$ cat src/rtl/estop_pkg.sv
package estop_pkg;
  typedef enum logic {
    ST_STOP = 1'b0,
    ST_RUN  = 1'b1
  } run_state_e;

  localparam int unsigned DEF_TIMEOUT    = 1000;
  localparam int unsigned DEF_NUM_FAULTS = 4;
  localparam int unsigned DEF_NUM_STEP   = 4;
  localparam int unsigned DEF_NUM_AUX    = 2;
  localparam int unsigned SYNC_STAGES    = 2;
endpackage

$ cat src/rtl/estop_sync.sv
module estop_sync #(
  parameter int unsigned WIDTH   = 1,
  parameter int unsigned STAGES  = 2,
  parameter logic        RST_VAL = 1'b0
) (
  input  logic             clk,
  input  logic             rst_n,
  input  logic [WIDTH-1:0] d_i,
  output logic [WIDTH-1:0] q_o
);
  logic [WIDTH-1:0] stage_q [STAGES];
  logic [WIDTH-1:0] stage_n [STAGES];

  always_comb begin
    stage_n[0] = d_i;
    for (int s = 1; s < STAGES; s++) begin
      stage_n[s] = stage_q[s-1];
    end
  end

  always_ff @(posedge clk or negedge rst_n) begin
    if (!rst_n) begin
      for (int s = 0; s < STAGES; s++) begin
        stage_q[s] <= {WIDTH{RST_VAL}};
      end
    end else begin
      for (int s = 0; s < STAGES; s++) begin
        stage_q[s] <= stage_n[s];
      end
    end
  end

  assign q_o = stage_q[STAGES-1];
endmodule

$ cat src/rtl/estop_swdog.sv
module estop_swdog #(
  parameter int unsigned TIMEOUT = 1000
) (
  input  logic clk,
  input  logic rst_n,
  input  logic kick_i,
  output logic expired_o
);
  localparam int unsigned CW = $clog2(TIMEOUT + 1);
  localparam logic [CW-1:0] LIMIT = CW'(TIMEOUT);

  logic [CW-1:0] cnt_q, cnt_n;
  logic          cnt_en;

  assign expired_o = (cnt_q == LIMIT);
  assign cnt_en    = kick_i | ~expired_o;

  always_comb begin
    if (kick_i) cnt_n = '0;
    else        cnt_n = cnt_q + CW'(1);
  end

  always_ff @(posedge clk or negedge rst_n) begin
    if (!rst_n)      cnt_q <= LIMIT;
    else if (cnt_en) cnt_q <= cnt_n;
  end
endmodule

$ cat src/rtl/estop_release.sv
module estop_release (
  input  logic clk,
  input  logic rst_n,
  input  logic release_i,
  input  logic bus_hi_i,
  input  logic ok_i,
  output logic win_o,
  output logic fire_o
);
  logic rel_d_q, armed_q, armed_n;

  assign win_o   = release_i & (armed_q | ~rel_d_q);
  assign fire_o  = win_o & bus_hi_i & ok_i;
  assign armed_n = win_o & ~fire_o;

  always_ff @(posedge clk or negedge rst_n) begin
    if (!rst_n) begin
      rel_d_q <= 1'b1;
      armed_q <= 1'b0;
    end else begin
      rel_d_q <= release_i;
      armed_q <= armed_n;
    end
  end
endmodule

$ cat src/rtl/estop_supervisor.sv
module estop_supervisor
  import estop_pkg::*;
#(
  parameter int unsigned TIMEOUT    = DEF_TIMEOUT,
  parameter int unsigned NUM_FAULTS = DEF_NUM_FAULTS,
  parameter int unsigned NUM_STEP   = DEF_NUM_STEP,
  parameter int unsigned NUM_AUX    = DEF_NUM_AUX
) (
  input  logic                  clk,
  input  logic                  rst_n,
  input  logic                  wd_stop_i,
  input  logic [NUM_FAULTS-1:0] fault_i,
  input  logic                  kick_i,
  input  logic                  release_i,
  input  logic                  bus_lvl_i,
  input  logic [NUM_STEP-1:0]   step_i,
  input  logic [NUM_AUX-1:0]    aux_i,
  output logic                  run_o,
  output logic [NUM_STEP-1:0]   step_o,
  output logic [NUM_AUX-1:0]    aux_o,
  output logic                  bus_low_o
);
  logic       rst_sync_n;
  logic       stop_s, bus_s;
  logic       wd_expired;
  logic       keep_ok, win, fire;
  logic       stop_clr_n;
  run_state_e state_q, state_n;

  estop_sync #(.WIDTH(1), .STAGES(SYNC_STAGES), .RST_VAL(1'b0)) u_rst_sync (
    .clk(clk), .rst_n(rst_n), .d_i(1'b1), .q_o(rst_sync_n)
  );

  estop_sync #(.WIDTH(1), .STAGES(SYNC_STAGES), .RST_VAL(1'b1)) u_stop_sync (
    .clk(clk), .rst_n(rst_sync_n), .d_i(wd_stop_i), .q_o(stop_s)
  );

  estop_sync #(.WIDTH(1), .STAGES(SYNC_STAGES), .RST_VAL(1'b0)) u_bus_sync (
    .clk(clk), .rst_n(rst_sync_n), .d_i(bus_lvl_i), .q_o(bus_s)
  );

  estop_swdog #(.TIMEOUT(TIMEOUT)) u_swdog (
    .clk(clk), .rst_n(rst_sync_n), .kick_i(kick_i), .expired_o(wd_expired)
  );

  assign keep_ok = ~(|fault_i) & ~wd_expired & ~stop_s;

  estop_release u_release (
    .clk(clk), .rst_n(rst_sync_n), .release_i(release_i),
    .bus_hi_i(bus_s), .ok_i(keep_ok), .win_o(win), .fire_o(fire)
  );

  always_comb begin
    state_n = state_q;
    case (state_q)
      ST_STOP: if (fire)     state_n = ST_RUN;
      ST_RUN:  if (!keep_ok) state_n = ST_STOP;
      default:               state_n = ST_STOP;
    endcase
  end

  assign stop_clr_n = rst_sync_n & ~wd_stop_i;

  always_ff @(posedge clk or negedge stop_clr_n) begin
    if (!stop_clr_n) state_q <= ST_STOP;
    else             state_q <= state_n;
  end

  assign run_o     = (state_q == ST_RUN);
  assign bus_low_o = ~run_o & ~win;

  for (genvar i = 0; i < NUM_STEP; i++) begin : g_step_gate
    assign step_o[i] = step_i[i] & run_o;
  end
  for (genvar i = 0; i < NUM_AUX; i++) begin : g_aux_gate
    assign aux_o[i] = aux_i[i] & run_o;
  end
endmodule

$ cat config.mk
export PLATFORM = sky130hd
export DESIGN_NAME = estop_supervisor
export DESIGN_NICKNAME = d
export VERILOG_FILES = /design/src/rtl/estop_pkg.sv /design/src/rtl/estop_sync.sv /design/src/rtl/estop_swdog.sv /design/src/rtl/estop_release.sv /design/src/rtl/estop_supervisor.sv
export SDC_FILE = /design/constraint.sdc
export NUM_CORES = 1
export LEC_CHECK = 0
export ABC_AREA = 0
export BUFFER_PORTS_ARGS = -buffer_cell sky130_fd_sc_hd__buf_4
export CORE_MARGIN = 2
export CORE_UTILIZATION = 33
export CTS_BUF_LIST = sky130_fd_sc_hd__clkbuf_2
export CTS_CLUSTER_SIZE = 24
export DETAILED_ROUTE_END_ITERATION = 7
export PLACE_DENSITY = 0.58
export SYNTH_ARGS = -nofsm -noshare
export SYNTH_HDL_FRONTEND = slang
export SYNTH_SLANG_ARGS = --single-unit
$ cat constraint.sdc
create_clock -name clk -period 2.3 [get_ports clk]
set_clock_uncertainty 0.2 [all_clocks]
set_input_delay 0.575 -clock clk [delete_from_list [all_inputs] [get_ports clk]]
set_output_delay 0.575 -clock clk [all_outputs]
set_load 0.1 [all_outputs]
==> out/results.ini <==
[job]
maxCapViolCount=0

[die]
die_area_um2=3127
design.core.area_um2=2522
die_x_um=55.92
start_util=0.3527
io_pins=24
chipHeight_um=55.92
rows=18

[detailed_routing]
via_count=698
ant_nets=0
dr.pass1.iters=4
wl_mm=1.718
routed_via_density=4.986
first_iter_violations=3
wl_per_cell_um=12.27
drcViolationCount=0

[sta]
relSlewSlack=0.5648
fin_crit_sh=0.9375
fin_crit_ns=2.156
hold_ws_ns=0.07300
worst_pin_slew_ns=0.6528
drv_slew=0
fmax_mhz=463.8
tns_ns=0
rsz0062_at_grt=false
fin_ws_ns=0.1437
finalHoldViolations=0
setup_violations=0

[critical_path]
reg2reg_depth=5
path_class=reg2out
end_kind=output pin
arrival_ns=1.38
startpoint_type=flop
crit_fanout=3
r2r_start=u_swdog.cnt_q[0]
r2r_end=u_swdog.cnt_q[0]
ff2ff_setup_slack_ns=0.45
required_ns=1.52

[clocking]
root_buffer=clkbuf_2
cts_buffer_depth=2
cts_sinks=19
htreeDepth=1
insertion_delay_ns=0.31
cts_tree=built
clk_pin_slew_worst_paths_ns=0.19
cts_made_buffers=3

[yosys]
synth_mux_area_frac=0.04079
ys_warn_count=0
yosysUniqueCellTypes=34
yosys.area_share.simple=0.2475
syn_nets=100
syn-mean-instance-area_um2=10.85
synth_compound_area_frac=0.07876
syn_area_um2=889.6
synth-adder-area-share=0.02813
synth_top_family_by_area=simple AND/OR/NAND/NOR gates
synth_cells=82
synth_xor_area_frac=0.01969
synth-seq-area-share=0.5471
ys_ff_latch=19

[worst_hold_path]
hold_class=reg2async

[global_routing]
grt_use_total=0.1221
first_global_vias=690
grt_pass1_wl_mm=3.015
grt_max_degree=18
antenna_found_initial=0
grt_overflow=0

[cells_and_area]
seq_area_um2=488.0
nNetsFinal=129
layout_common_cells=22 x buf_4, 9 x dfrtp_1, 9 x dfstp_2, 7 x nor2_1, 6 x and2_2
final_common_cell=buf_4
syn_to_final_growth_pct=30.66
fill_cells=252
drive_gt1_frac=0.4545
antennaDiodeCount=0
multi_input_area_um2=391.6

[pwr]
p_leak_uw=0.0004967
peakVddDrop_uv=350.1
p_per_area_nw_per_um2=493.9

[outcome]
status=finished clean

[place]
globalplace.congestion=0.7563
preCtsSetupSlack_ns=0.4188
post-dp-hpwl_mm=1.280
io_buffers=23

## cell type report
type                       count  area share
sequential                    19      0.4198
multi-input combinational     55      0.3369
timing repair buffer          25      0.1690
tap                           30     0.03229
inverter                       7     0.02261
clock buffer                   3     0.01292
clock inverter                 1    0.006459
## how the worst max path moves through the flow
stage	startpoint	depth (start not counted)	slack, ns	endpoint
global placement	release_i	3	0.43	bus_low_o
floorplan	run_o	1	0.22	aux_o[0]
CTS	u_release.rel_d_q	3	0.06	bus_low_o
global route	u_release.rel_d_q	3	0.03	bus_low_o
detailed placement	release_i	3	0.42	bus_low_o
finish	u_release.rel_d_q	3	0.14	bus_low_o
## synth_stat cells
library cell,instances,area (um2)
o22ai_1,1,6.260
nor3_1,2,10.01
dfrtp_1,10,250.2
nand2_1,2,7.510
or2b_1,1,7.510
nand4bb_1,1,11.26
or3b_2,1,8.760
nand4_1,2,12.51
nor2_1,7,26.28
inv_1,5,18.77
nor2b_1,1,6.260
o31ai_1,1,7.510
or4_1,1,7.510
a31oi_1,1,6.260
o21ai_0,3,15.01
dfstp_2,9,236.5
ha_1,2,25.02
or3_1,3,18.77
mux2_4,1,15.01
o311a_1,1,10.01
xor2_1,1,8.760
xnor2_1,1,8.760
nand2b_1,3,18.77
mux2i_1,1,10.01
nor4_1,1,6.260
nand3_2,1,10.01
nor4_4,1,21.27
nand3_1,2,10.01
inv_2,2,7.510
buf_1,1,3.750
conb_1,1,3.750
a21oi_1,5,25.02
and2_1,6,37.54
mux2_1,1,11.26
## worst max-delay path, cell delays in order, from the launching register on
cell,delay [ns]
dfstp_2,0.55
nand2b_1,0.12
a21oi_4,0.17
buf_6,0.23
## metal layers
| layer | wire, um | vias up | GRT usage |
|---|---|---|---|
| met1 | 727 | 331 | 0.1546 |
| met4 | 27 | 0 | 0.06122 |
| li1 | - | 338 | - |
| met3 | 66 | 6 | 0.02093 |
| met2 | 897 | 23 | 0.2007 |
| met5 | 0 | - | 0 |
## flip-flops by register name, summed over array words and instances, names as in the netlist
| signal | count |
|---|---|
| u_bus_sync.q_o | 1 |
| u_stop_sync.stage_n | 1 |
| u_release.armed_q | 1 |
| run_o | 1 |
| u_release.rel_d_q | 1 |
| u_rst_sync.q_o | 1 |
| u_bus_sync.stage_n | 1 |
| u_stop_sync.q_o | 1 |
| u_rst_sync.stage_n | 1 |
| u_swdog.cnt_q | 10 |
## logic make-up after synthesis
group / count (synthesis)
simple gates: 35
flops: 19
compound gates: 12
buf+inv: 8
mux: 3
fa+ha+maj: 2
xor+xnor: 2
other cells: 1
## power by group
group | switching, uW | internal [uW] | total (uW)
registers | 13.4 | 349 | 362
logic | 31.5 | 34.2 | 65.8
clock network | 106 | 40.5 | 146
total | 151 | 423 | 574
## stage by stage
stage	power [uW]	cell area, um2	utilization	instances
final	574.1	1162	0.4608	140
after global routing	609.7	1162	0.4608	140
after CTS	583.9	1159	0.4593	140
after detailed placement	430.6	1116	0.4425	134
after global placement	428.1	1116	0.4425	134
after floorplan	398.9	909.6	-	82
## repair_timing
item | in CTS | in global routing
buffers inserted | 0 | 0
resized for setup | 0 | 1
hold endpoints to repair | 3 | 0
hold buffers | 2 | 0
endpoints found under the setup margin | 0 | 1
(Power assumes the default switching activity.)
